## src/rtl/xpt_pkg.sv

```systemverilog
package xpt_pkg;

  localparam int CODE_W = 4;

  typedef enum logic [2:0] {
    OP_ROUTE  = 3'd0,
    OP_GND    = 3'd1,
    OP_OFF1   = 3'd2,
    OP_ON1    = 3'd3,
    OP_OFFALL = 3'd4,
    OP_ONALL  = 3'd5,
    OP_SWLAT  = 3'd6,
    OP_NONE   = 3'd7
  } op_e;

  // Map a command code to an operation; input codes at or above n_in are illegal
  function automatic op_e decode_op(input logic [CODE_W-1:0] c, input int n_in);
    op_e r;
    if (!c[3]) begin
      r = (int'(c) < n_in) ? OP_ROUTE : OP_NONE;
    end else begin
      case (c[2:0])
        3'b000:  r = OP_GND;
        3'b011:  r = OP_OFF1;
        3'b100:  r = OP_ON1;
        3'b101:  r = OP_OFFALL;
        3'b110:  r = OP_ONALL;
        3'b111:  r = OP_SWLAT;
        default: r = OP_NONE;
      endcase
    end
    return r;
  endfunction

  // Operations that also move the first rank into the second rank
  function automatic logic op_forces_xfer(input op_e o);
    return (o == OP_OFF1) || (o == OP_ON1) || (o == OP_OFFALL) || (o == OP_ONALL);
  endfunction

endpackage

```

## src/rtl/xpt_sync_edge.sv

```systemverilog
module xpt_sync_edge #(
  parameter int STAGES = 2
) (
  input  logic clk,
  input  logic rst_n,
  input  logic async_in,
  output logic level,
  output logic rise
);
  logic [STAGES-1:0] shreg;
  logic              prev;

  always_ff @(posedge clk or negedge rst_n) begin
    if (!rst_n) begin
      shreg <= '0;
      prev  <= 1'b0;
    end else begin
      shreg <= {shreg[STAGES-2:0], async_in};
      prev  <= shreg[STAGES-1];
    end
  end

  assign level = shreg[STAGES-1];
  assign rise  = shreg[STAGES-1] & ~prev;
endmodule

```

## src/rtl/xpt_cmd_decode.sv

```systemverilog
module xpt_cmd_decode
  import xpt_pkg::*;
#(
  parameter int N_IN  = 8,
  parameter int SEL_W = 3
) (
  input  logic [CODE_W-1:0] code,
  output op_e               op,
  output logic [SEL_W-1:0]  sel_val,
  output logic              forces_xfer
);
  always_comb begin
    op          = decode_op(code, N_IN);
    forces_xfer = op_forces_xfer(op);
  end

  generate
    if (SEL_W < CODE_W) begin : g_narrow
      assign sel_val = code[SEL_W-1:0];
    end else begin : g_wide
      assign sel_val = SEL_W'(code);
    end
  endgenerate
endmodule

```

## src/rtl/xpt_rank_store.sv

```systemverilog
module xpt_rank_store
  import xpt_pkg::*;
#(
  parameter int N_OUT  = 8,
  parameter int SEL_W  = 3,
  parameter int ADDR_W = 3
) (
  input  logic                   clk,
  input  logic                   rst_n,
  input  logic                   wr_evt,
  input  op_e                    op,
  input  logic                   forces_xfer,
  input  logic [ADDR_W-1:0]      addr,
  input  logic [SEL_W-1:0]       sel_val,
  input  logic                   latch_lvl,
  input  logic                   latch_rise,
  input  logic                   edge_mode,
  output logic                   xfer,
  output logic [N_OUT*SEL_W-1:0] r1_sel,
  output logic [N_OUT*SEL_W-1:0] r2_sel,
  output logic [N_OUT-1:0]       r2_gnd,
  output logic [N_OUT-1:0]       en
);
  logic [N_OUT-1:0] r1_gnd;
  logic             xfer_hw;
  logic             xfer_sw;

  assign xfer_hw = edge_mode ? latch_rise : ~latch_lvl;
  assign xfer_sw = wr_evt & (forces_xfer | ((op == OP_SWLAT) & latch_lvl));
  assign xfer    = xfer_hw | xfer_sw;

  genvar g;
  generate
    for (g = 0; g < N_OUT; g++) begin : g_out
      logic hit;
      assign hit = wr_evt && (addr == ADDR_W'(g));

      always_ff @(posedge clk or negedge rst_n) begin
        if (!rst_n) begin
          r1_sel[g*SEL_W +: SEL_W] <= '0;
          r1_gnd[g]                <= 1'b0;
        end else if (hit && op == OP_ROUTE) begin
          r1_sel[g*SEL_W +: SEL_W] <= sel_val;
          r1_gnd[g]                <= 1'b0;
        end else if (hit && op == OP_GND) begin
          r1_gnd[g]                <= 1'b1;
        end
      end

      always_ff @(posedge clk or negedge rst_n) begin
        if (!rst_n) begin
          r2_sel[g*SEL_W +: SEL_W] <= '0;
          r2_gnd[g]                <= 1'b0;
        end else if (xfer) begin
          r2_sel[g*SEL_W +: SEL_W] <= r1_sel[g*SEL_W +: SEL_W];
          r2_gnd[g]                <= r1_gnd[g];
        end
      end

      always_ff @(posedge clk or negedge rst_n) begin
        if (!rst_n) begin
          en[g] <= 1'b0;
        end else if (wr_evt) begin
          if (op == OP_OFFALL || (hit && op == OP_OFF1)) en[g] <= 1'b0;
          else if (op == OP_ONALL || (hit && op == OP_ON1)) en[g] <= 1'b1;
        end
      end
    end
  endgenerate
endmodule

```

## src/rtl/xpt_cmd_ctrl.sv

```systemverilog
module xpt_cmd_ctrl
  import xpt_pkg::*;
#(
  parameter int N_OUT       = 8,
  parameter int N_IN        = 8,
  parameter int SYNC_STAGES = 2,
  localparam int SEL_W      = (N_IN > 1) ? $clog2(N_IN) : 1,
  localparam int ADDR_W     = (N_OUT > 1) ? $clog2(N_OUT) : 1
) (
  input  logic                   clk,
  input  logic                   rst_n,
  input  logic                   wr_strobe,
  input  logic                   ce_hi,
  input  logic                   ce_lo_n,
  input  logic [ADDR_W-1:0]      addr,
  input  logic [CODE_W-1:0]      code,
  input  logic                   latch_pin,
  input  logic                   edge_mode,
  output logic [N_OUT*SEL_W-1:0] route_sel,
  output logic [N_OUT-1:0]       gnd_sel,
  output logic [N_OUT-1:0]       buf_en
);
  logic             wr_gated;
  logic             wr_lvl;
  logic             wr_evt;
  logic             lat_lvl;
  logic             lat_rise;
  logic             xfer;
  logic             forces_xfer;
  op_e              op;
  logic [SEL_W-1:0] sel_val;
  logic [N_OUT*SEL_W-1:0] r1_sel;

  assign wr_gated = wr_strobe & ce_hi & ~ce_lo_n;

  xpt_sync_edge #(.STAGES(SYNC_STAGES)) u_wr_sync (
    .clk(clk), .rst_n(rst_n), .async_in(wr_gated), .level(wr_lvl), .rise(wr_evt)
  );

  xpt_sync_edge #(.STAGES(SYNC_STAGES)) u_lat_sync (
    .clk(clk), .rst_n(rst_n), .async_in(latch_pin), .level(lat_lvl), .rise(lat_rise)
  );

  xpt_cmd_decode #(.N_IN(N_IN), .SEL_W(SEL_W)) u_dec (
    .code(code), .op(op), .sel_val(sel_val), .forces_xfer(forces_xfer)
  );

  xpt_rank_store #(.N_OUT(N_OUT), .SEL_W(SEL_W), .ADDR_W(ADDR_W)) u_store (
    .clk(clk), .rst_n(rst_n), .wr_evt(wr_evt), .op(op), .forces_xfer(forces_xfer),
    .addr(addr), .sel_val(sel_val), .latch_lvl(lat_lvl), .latch_rise(lat_rise),
    .edge_mode(edge_mode), .xfer(xfer), .r1_sel(r1_sel), .r2_sel(route_sel),
    .r2_gnd(gnd_sel), .en(buf_en)
  );

  logic unused_wr_lvl;
  assign unused_wr_lvl = wr_lvl;
endmodule

```

## config.mk

```make
export PLATFORM = sky130hd
export DESIGN_NAME = xpt_cmd_ctrl
export DESIGN_NICKNAME = d
export VERILOG_FILES = /design/src/rtl/xpt_pkg.sv /design/src/rtl/xpt_sync_edge.sv /design/src/rtl/xpt_cmd_decode.sv /design/src/rtl/xpt_rank_store.sv /design/src/rtl/xpt_cmd_ctrl.sv
export SDC_FILE = /design/constraint.sdc
export NUM_CORES = 1
export LEC_CHECK = 0
export BUFFER_PORTS_ARGS = -buffer_cell sky130_fd_sc_hd__buf_2
export CAP_MARGIN = 20
export CORE_UTILIZATION = 46
export CTS_CLUSTER_DIAMETER = 40
export DETAILED_ROUTE_END_ITERATION = 12
export PLACE_DENSITY = 0.66
export SLEW_MARGIN = 20
export SYNTH_ARGS = -nofsm -noshare
export SYNTH_HDL_FRONTEND = slang
export SYNTH_SLANG_ARGS = --single-unit
```

## constraint.sdc

```tcl
create_clock -name clk -period 2 [get_ports clk]
set_input_delay 0.6 -clock clk [delete_from_list [all_inputs] [get_ports clk]]
set_output_delay 0.6 -clock clk [all_outputs]
set_load 0.1 [all_outputs]
```

[After elaboration in Yosys (flattened, before gate mapping)]
Index checks and enable logic that the tools add are counted.
Word-level totals
  input bits: 14
  flip-flop bits (word level): 78
  output and inout bits: 40
  word-level logic and storage cells: 197
Cells by class
  bitwise operators: 12
  multiplexer cells: 36
  reductions and logical operators: 86
  equal/unequal tests: 18
  $lt $le $gt $ge: 1
Operators with widths (number)
  logical AND 1 bit: 40
  equality test 3 bit (second input constant): 11
  2-to-1 mux 1 bit: 33
  nonzero test 2 bit: 16
  logical OR 1 bit: 19
  one-hot mux 3 bit (6 select lines): 1
  AND reduction 2 bit: 8
  equality test 3 x 2 -> 1 bit (second input constant): 5
  zero test 3 bit: 3
  bitwise AND 1 bit: 6
  equality test 3 x 1 -> 1 bit (second input constant): 2
  2-to-1 mux 3 bit: 2
  less-than comparator 4 bit (second input constant): 1
  NOT 1 bit: 4
  bitwise OR 1 bit: 2

[Longest topological paths before layout]
Gate-level depths: netlist of run 1.
  depth in word-level cells: 10
  mapped depth: 6
  gate-level depth less buffers: 3

[Hierarchy]
From an unflattened synthesis of run 1, not the netlist that was laid out.
Second synthesis, totals
  cells, all modules: 237
  area total of the unflattened synthesis: 3331.9 µm²
By module, submodules not included
  xpt_rank_store: sequential area each 1801.7 µm², instances 1, area an instance 3046.7 µm², cells each 216
  xpt_sync_edge: sequential area each 75.1 µm², instances 2, area an instance 88.8 µm², cells each 4
  xpt_cmd_decode: sequential area each 0.0 µm², instances 1, area an instance 98.8 µm², cells each 12
  xpt_cmd_ctrl: sequential area each 0.0 µm², instances 1, area an instance 8.8 µm², cells each 1

[Least setup slack after synthesis of run 1]
No wires, ideal clock.
  path kind: input port to flip-flop
  start: input port code[1]
  end: register u_store.r2_gnd[0]
  buffers on the path: 3
  path slack: 0.329 ns
  setup time: 0.082 ns
  required time: 1.918 ns
  arrival: 1.589 ns
  stages on the path: 6
  cells stage by stage: buf_2 -> nand4b_1 -> and3_1 -> buf_2 -> buf_6 -> o211ai_2
On the way
  longest elaborated chain between the ends: 10
  elaborated cells between the ends (all ways): 22
  classes of those cells: 1 x order compare; 10 x eq/ne; 3 x mux; 4 x bitwise; 4 x reduce/logical
RTL lines
  start: declaration: line xpt_cmd_ctrl.sv:16  | input logic [CODE_W-1:0] code,
  less-than comparator 4 bit (tied with other cells): line xpt_pkg.sv:20  | r = (int'(c) < n_in) ? OP_ROUTE : OP_NONE;
  2-to-1 mux 3 bit or one-hot mux 3 bit (6 select lines) (tied branches): line xpt_pkg.sv:20, xpt_pkg.sv:22
  2-to-1 mux 3 bit (*): line xpt_pkg.sv:19  | if (!c[3]) begin
  equality test 3 x 2 -> 1 bit: line xpt_pkg.sv:37  | return (o == OP_OFF1) || (o == OP_ON1) || (o == OP_OFFALL) || (o == OP_ONALL);
  logical OR 1 bit (3 in series): line xpt_pkg.sv:37
  bitwise OR 1 bit (*): line xpt_rank_store.sv:29  | assign xfer_sw = wr_evt & (forces_xfer | ((op == OP_SWLAT) & latch_lvl));
  bitwise AND 1 bit (*): line xpt_rank_store.sv:29
  bitwise OR 1 bit (*): line xpt_rank_store.sv:30  | assign xfer = xfer_hw | xfer_sw;
  end signal: indexed assignment: line xpt_rank_store.sv:56  | r2_gnd[g] <= r1_gnd[g];
  end: declaration: line xpt_rank_store.sv:21  | output logic [N_OUT-1:0] r2_gnd,
Every way passes the cells marked *; elsewhere a longest branch is shown, timed or not.
A chain may end at the register's enable or synchronous reset.

[Final worst setup path of run 1]
  start: register u_lat_sync.shreg[1]
  end: register u_store.r2_sel[15]
On the way
  longest elaborated chain between the ends: 4
  elaborated cells between the ends (all ways): 7
  classes of those cells: 1 x mux; 6 x bitwise
RTL lines
  start: declaration: line xpt_sync_edge.sv:10  | logic [STAGES-1:0] shreg;
  start signal: assignment: line xpt_sync_edge.sv:18  | shreg <= {shreg[STAGES-2:0], async_in};
  bitwise AND 1 bit: line xpt_rank_store.sv:29
  bitwise OR 1 bit: line xpt_rank_store.sv:29
  bitwise AND 1 bit: line xpt_rank_store.sv:29
  bitwise OR 1 bit (*): line xpt_rank_store.sv:30
  end signal: indexed assignment: line xpt_rank_store.sv:55  | r2_sel[g*SEL_W +: SEL_W] <= r1_sel[g*SEL_W +: SEL_W];
  end: declaration: line xpt_rank_store.sv:20  | output logic [N_OUT*SEL_W-1:0] r2_sel,
Marks and branches as above.

==> results.md, run 1 <==
- Wirelength per Cell: about 18 um
- Sequential share of power: around 44%
- Ranking of synthesized cells by area: dfrtp_1 (50%), o211ai_2 (9.6%), mux2_2 (6.9%), o21ai_0 (6.0%), nand4_1 (5.1%)
- Setup tns final: 0 ps
- Starting Density: a little under half
- Final worst path period need: approximately 1800 ps
- Area leader, netlist: dfrtp_1
- Synth Area in XOR/XNOR: 0%
- Critical path, cell by cell: and3b_1 -> o21ai_0 -> o211ai_2
- Family with the most delay on the worst path: simple AND/OR/NAND/NOR gates
- Vias: between 3000 and 4000
- GR Overflow Total: 0
- Mean Syn Cell Area: 10.8 um2
- Syn Std Cell Area: roughly 4000 um2
- WP data required: 2270 ps
- H-tree depth: 3
- Die width: 94.4 um
- Clock-pin slew on the worst setup and hold paths: about 70 ps
- Post-synthesis sequential area ratio: between 40% and 50%
- Setup violators final: 0
- RSZ-0062 raised after global routing: no
- Inserted Diodes: 0
- Die Area: approximately 8900 um2
- Nets: 420
- Crit-path slowest cell: and3b_1
- Core Rows: 33
- Worst slew pin tran: 977 ps
- Switch share: roughly 37%
- First-pass GRT wire length: 15100 um
- Fraction of the mapped netlist area in simple logic gates: roughly 18%
- Crit Path Class: reg2reg
- Post-DRT Antenna Nets: 0
- Final Hold Fails: 0
- Most common cell after layout, fill and taps aside: dfrtp_1
- Initial antenna violation count: 0
- EDFF count, synth: 0
- Hold Buf Count CTS: 0
- Combinational share of power: between 20% and 30%
- Max transition margin: between 30% and 40%
- Pwr Density: about 920 nW/um2
- Mux contribution to synthesized area: under 10%
- I/O Buffers: 53
- Cts bufs inserted: 9
- Final clock skew: about 6.1 ps
- Placed cell areas: around 4300 um2
- GR Util All Layers: about 22%
- Cell area after layout: 4500 um2
- Post-synth ARST share: 100%
- Share of Yosys cell area claimed by the top area cell type: approximately 50%
- Synth Area in Compound Gates: 20.4%
- Adder-cell share of the synthesized area: 0%
- Vias in the first global route: 2956
- CTS Root Cell: clkbuf_8
- CORE AREA: approximately 8300 um2
- # Post-CTS Setup Buffers: 0
- DRT iter0 DRCs: 216
- Share of cells above drive strength 1: between 30% and 40%
- Net Switching: approximately 1500 uW
- Syn-to-layout area delta: 14.5%
- Syn nets: ~380
- Clock Sink Count: 78
- Critical Path End Type: flip-flop
- TritonRoute pass-1 iters: 5
- Via/cell ratio: roughly 6.2
- Routed WL: 9160 um
- Distinct cells, synth: 34
- Critical path startpoint category: flip-flop
- Buf/Inv on CP: 0
- Max-slew violation count: 0
- CTS tree: yes
- DRC violation count after routing: 0
- Leak pwr: between 0.002 and 0.0025 uW
- Critical Path AT: roughly 2100 ps
- Power Internal: roughly 2600 uW
- Max-capacitance violation count: 0
- Synth Flop Type: dfrtp_1
- Gate Count Post-Synth: around 360
- Hold slack: 263 ps
- Clock power share: between 20% and 30%
- Biggest cell delay along the critical path: approximately 850 ps
- Post-CTS Resized: 0
- Min-delay worst type: in2async
- Maximum clock rate: about 0.55 GHz
- Die Y: approximately 94 um
- Worst-path maximum fanout: 32
- Peak VDD IR: approximately 0.38 mV
- Synth warnings: 0
- I/O Pins: 54
- Largest net degree at the start of global routing: around 80
- Largest family of logic cells by synthesized area: compound AO/OA/AOI/OAI gates
- Worst-skew pair later-pin latency: ~350 ps
- Status: completed
- Final period util: roughly 91%
- Gpl congestion: around 0.83
- Max Root-Sink Buffers: 2
- FF+latch count, synth: just under 80
- Commonest non-fill, non-tap cells in the layout: dfrtp_1 (78), buf_2 (52), o21ai_0 (47)
- Hpwl dp: about 6000 um
-- cell type report --
cell class / count / area [um2]
timing repair buffer: 71 / 428
clock buffer: 13 / 159
tap: 105 / 131
sequential: 78 / 1950
fill: 743 / 3760
inverter: 8 / 30.0
clock inverter: 1 / 30.0
multi-input combinational: 238 / 1770
-- cell usage after synthesis (3+ instances only) --
master and instances:
dfrtp_1 78, o21ai_0 47, nand3_1 35, nand4_1 32
o211ai_2 30, clkbuf_1 27, mux2_2 24, a31oi_1 9
buf_2 9, inv_1 8, a222oi_1 7, and3b_1 6
nand3b_1 6, nor2_1 6, and3_1 4, nand2_1 4
nor3_1 4, buf_6 3, nor2b_1 3, nor3b_1 3
-- path summary, 6_finish.rpt --
path / start / end / slack [ps] / depth (start not counted)
worst min-delay path: rst_n / u_store.r2_sel[18] / 260 / 2
worst min register to register: u_wr_sync.shreg[0] / u_wr_sync.shreg[1] / 350 / 0
min in group clk: u_wr_sync.shreg[0] / u_wr_sync.shreg[1] / 350 / 0
worst max-delay path: u_lat_sync.shreg[1] / u_store.r2_sel[15] / 170 / 3
worst max register to register: u_lat_sync.shreg[1] / u_store.r2_sel[15] / 170 / 3
max in group asynchronous: rst_n / u_store.r1_sel[21] / 1420 / 2
-- state kept, by name (all words and copies together), names as in the netlist --
signal / count
u_wr_sync.shreg: 2
u_lat_sync.shreg: 2
u_lat_sync.prev: 1
u_store.r2_sel: 24
u_wr_sync.prev: 1
u_store.r1_sel: 24
u_store.r2_gnd: 8
u_store.en: 8
u_store.r1_gnd: 8
-- power groups by stage --
stage / registers (uW) / clock network, uW / logic, uW
after floorplan: 2460 / 0 / 292
after global placement: 1860 / 0 / 1130
after detailed placement: 1860 / 0 / 1140
after CTS: 1830 / 1190 / 1140
after global routing: 1850 / 1280 / 1190
final: 1830 / 1160 / 1130
-- metrics by stage --
stage / worst slack, ps / total power (uW) / cells / utilization [%]
after floorplan: 329 / 2760 / 363 / -
after global placement: 33.7 / 2980 / 500 / 52.2
after detailed placement: -18.3 / 3000 / 500 / 52.2
after CTS: 165 / 4160 / 514 / 54.4
after global routing: 22.7 / 4320 / 514 / 54.4
final: 174 / 4120 / 514 / 54.4
-- per-layer routing --
metal  vias to the layer above  share of wire, %  GRT usage (%)
met4                         0               1.6           8.85
met1                      1609                47           32.2
met2                        96                47           34.0
met5                         -                 0              0
met3                        12               4.5           3.14
li1                       1476                 -              -
-- logic make-up (layout without fill, tap and decap cells) --
family	count (synthesis)	after routing
AOI/OAI and AO/OA	102	102
buffers and inverters	47	93
DFF	78	78
muxes	24	24
and+or+nand+nor	112	112
Note: power is estimated with default switching activity, not from simulation.
==> run 2, diff against run 1 <==
--- a/config.mk
+++ b/config.mk
@@ -11,6 +11,7 @@
 export CTS_CLUSTER_DIAMETER = 40
 export DETAILED_ROUTE_END_ITERATION = 12
 export PLACE_DENSITY = 0.66
+export SETUP_SLACK_MARGIN = 0.4
 export SLEW_MARGIN = 20
 export SYNTH_ARGS = -nofsm -noshare
 export SYNTH_HDL_FRONTEND = slang
==> results.md, run 2 (same netlist as run 1, synthesis figures left out) <==
- GR Overflow Total: 0 (unchanged)
- I/O Pins: 54 (unchanged)
- Final period util: 78.3% (was 91.3%)
- First-pass GRT wire length: 15700 um (was 15100 um)
- # fillers: 733 (was 743)
- GR Util All Layers: 22.8% (was 22.4%)
- Clock Sink Count: 78 (unchanged)
- Max Root-Sink Buffers: 2 (unchanged)
- Setup tns final: 0 ps (unchanged)
- Final Hold Fails: 0 (unchanged)
- Pwr Density: 916 nW/um2 (was 917 nW/um2)
- Critical Path AT: 970 ps (was 2100 ps)
- Wirelength per Cell: 18.0 um (was 17.8 um)
- Die Area: 8910 um2 (unchanged)
- Vias: 3190 (was 3193)
- Die width: 94.4 um (unchanged)
- DRC violation count after routing: 0 (unchanged)
- TritonRoute pass-1 iters: 4 (was 5)
- Critical path, cell by cell: buf_6 (was and3b_1 -> o21ai_0 -> o211ai_2)
- Hold Buf Count CTS: 0 (unchanged)
- Syn-to-layout area delta: 23.7% (was 14.5%)
- Gpl congestion: 0.860 (was 0.831)
- Cell area after layout: 4860 um2 (was 4500 um2)
- RSZ-0062 raised after global routing: yes (was no)
- # Post-CTS Setup Buffers: 0 (unchanged)
- Nets: 423 (was 420)
- Initial antenna violation count: 0 (unchanged)
- Critical Path End Type: primary output (was flip-flop)
- Leak pwr: 0.00222 uW (was 0.00214 uW)
- CORE AREA: 8260 um2 (unchanged)
- Worst slew pin tran: 517 ps (was 977 ps)
- Peak VDD IR: 0.355 mV (was 0.377 mV)
- R2R depth: 3 (unchanged)
- Crit Path Class: reg2out (was reg2reg)
- Reg2reg end: u_store.r1_sel[22] (was u_store.r2_sel[15])
- Maximum clock rate: 0.638 GHz (was 0.548 GHz)
- Worst reg2reg path startpoint: u_wr_sync.prev (was u_lat_sync.shreg[1])
- CTS tree: yes (unchanged)
- I/O Buffers: 53 (unchanged)
- Buf/Inv on CP: 1 (was 0)
- Critical path startpoint category: flip-flop (unchanged)
- Max-slew violation count: 0 (unchanged)
- Family with the most delay on the worst path: flip-flops (was simple AND/OR/NAND/NOR gates)
- Most common cell after layout, fill and taps aside: dfrtp_1 (unchanged)
- Crit-path slowest cell: dfrtp_1 (was and3b_1)
- Biggest cell delay along the critical path: 380 ps (was 850 ps)
- Top flop regs: u_store.r1_sel: 24 flops, u_store.r2_sel: 24 flops (unchanged)
- Routed WL: 9350 um (was 9160 um)
- Core Rows: 33 (unchanged)
- Clock-pin slew on the worst setup and hold paths: 80 ps (was 70 ps)
- Final clock skew: 4.61 ps (was 6.08 ps)
- Hpwl dp: 6110 um (was 5920 um)
- Placed cell areas: 4320 um2 (was 4310 um2)
- Die Y: 94.4 um (unchanged)
- Largest net degree at the start of global routing: 38 (was 79)
- Min-delay worst type: in2async (unchanged)
- Vias in the first global route: 3086 (was 2956)
- Worst-path maximum fanout: 3 (was 32)
- Final worst path period need: 1570 ps (was 1830 ps)
- Starting Density: 47.6% (unchanged)
- H-tree depth: 3 (unchanged)
- Post-DRT Antenna Nets: 0 (unchanged)
- Worst-skew pair later-pin latency: 340 ps (was 350 ps)
- Reg-to-reg slack, setup: 440 ps (was 170 ps)
- Cts bufs inserted: 9 (unchanged)
- Status: completed (unchanged)
- Max-capacitance violation count: 0 (unchanged)
- Power, Total: 4450 uW (was 4120 uW)
- Via/cell ratio: 6.15 (was 6.21)
- Inserted Diodes: 0 (unchanged)
- CTS Root Cell: clkbuf_8 (unchanged)
- Commonest non-fill, non-tap cells in the layout: dfrtp_1 (77), o21ai_0 (47), nand3_1 (35) (was dfrtp_1 (78), buf_2 (52), o21ai_0 (47))
- Max transition margin: 65.6% (was 34.9%)
- DRT iter0 DRCs: 209 (was 216)
- Share of cells above drive strength 1: 36.5% (was 34.5%)
- Setup violators final: 0 (unchanged)
- WP data required: 1400 ps (was 2270 ps)
[run 2: cell count changes in the layout (fill, tap and decap cells not counted), moves of 2 or more]
cell,previous run,this run
and3b_1,6,4
and3b_2,0,2
buf_12,2,6
buf_2,52,12
buf_4,17,21
buf_6,0,30
buf_8,0,5
[run 2: routing by layer]
layer | part of all wire [%] | global-route usage (%) | wire, um
met5 | 0 | 0 | 0
met3 | 3.8 | 4.27 | 358
met4 | 0.87 | 6.79 | 81
met2 | 48 | 36.5 | 4520
met1 | 47 | 31.6 | 4390
[run 2: timing repair]
item                                    CTS  global route
pin swaps                                 0             0
endpoints found under the setup margin   75            30
resized for setup                        75            23
[run 2: metrics by stage]
stage	hold WS (ps)	cells	utilization (%)	setup slack, ps
4_1_cts	215	519	57.7	400
3_5_place_dp	336	503	52.3	-7.20
3_3_place_gp	333	503	52.3	47.7
6_report	216	519	58.8	433
5_1_grt	237	519	58.8	350
2_1_floorplan	304	363	-	408
[run 2: how the worst max path moves through the flow]
stage	cells after the start	end	slack, ps	from
finish	1	buf_en[0]	430	u_store.en[0]
global route	3	u_store.r1_sel[1]	350	u_wr_sync.shreg[1]
CTS	1	gnd_sel[0]	400	u_store.r2_gnd[0]
detailed placement	4	u_store.r2_sel[21]	-7	edge_mode
global placement	4	u_store.r2_sel[16]	50	edge_mode
floorplan	6	u_store.r2_gnd[0]	410	code[0]
[run 2: where the power goes]
group,switching (uW),internal [uW]
Sequential,125,1730
Combinational,904,365
Clock,584,740
[run 2: layout make-up]
cell class              count  area, um2  area share, %
well taps                 105        131           2.70
clock buffers              11        141           2.91
clock inverters             5       81.3           1.67
repair buffers             74        751           15.4
flip-flops and latches     78       1950           40.2
inverters                   8       30.0          0.618
multi-input cells         238       1770           36.5
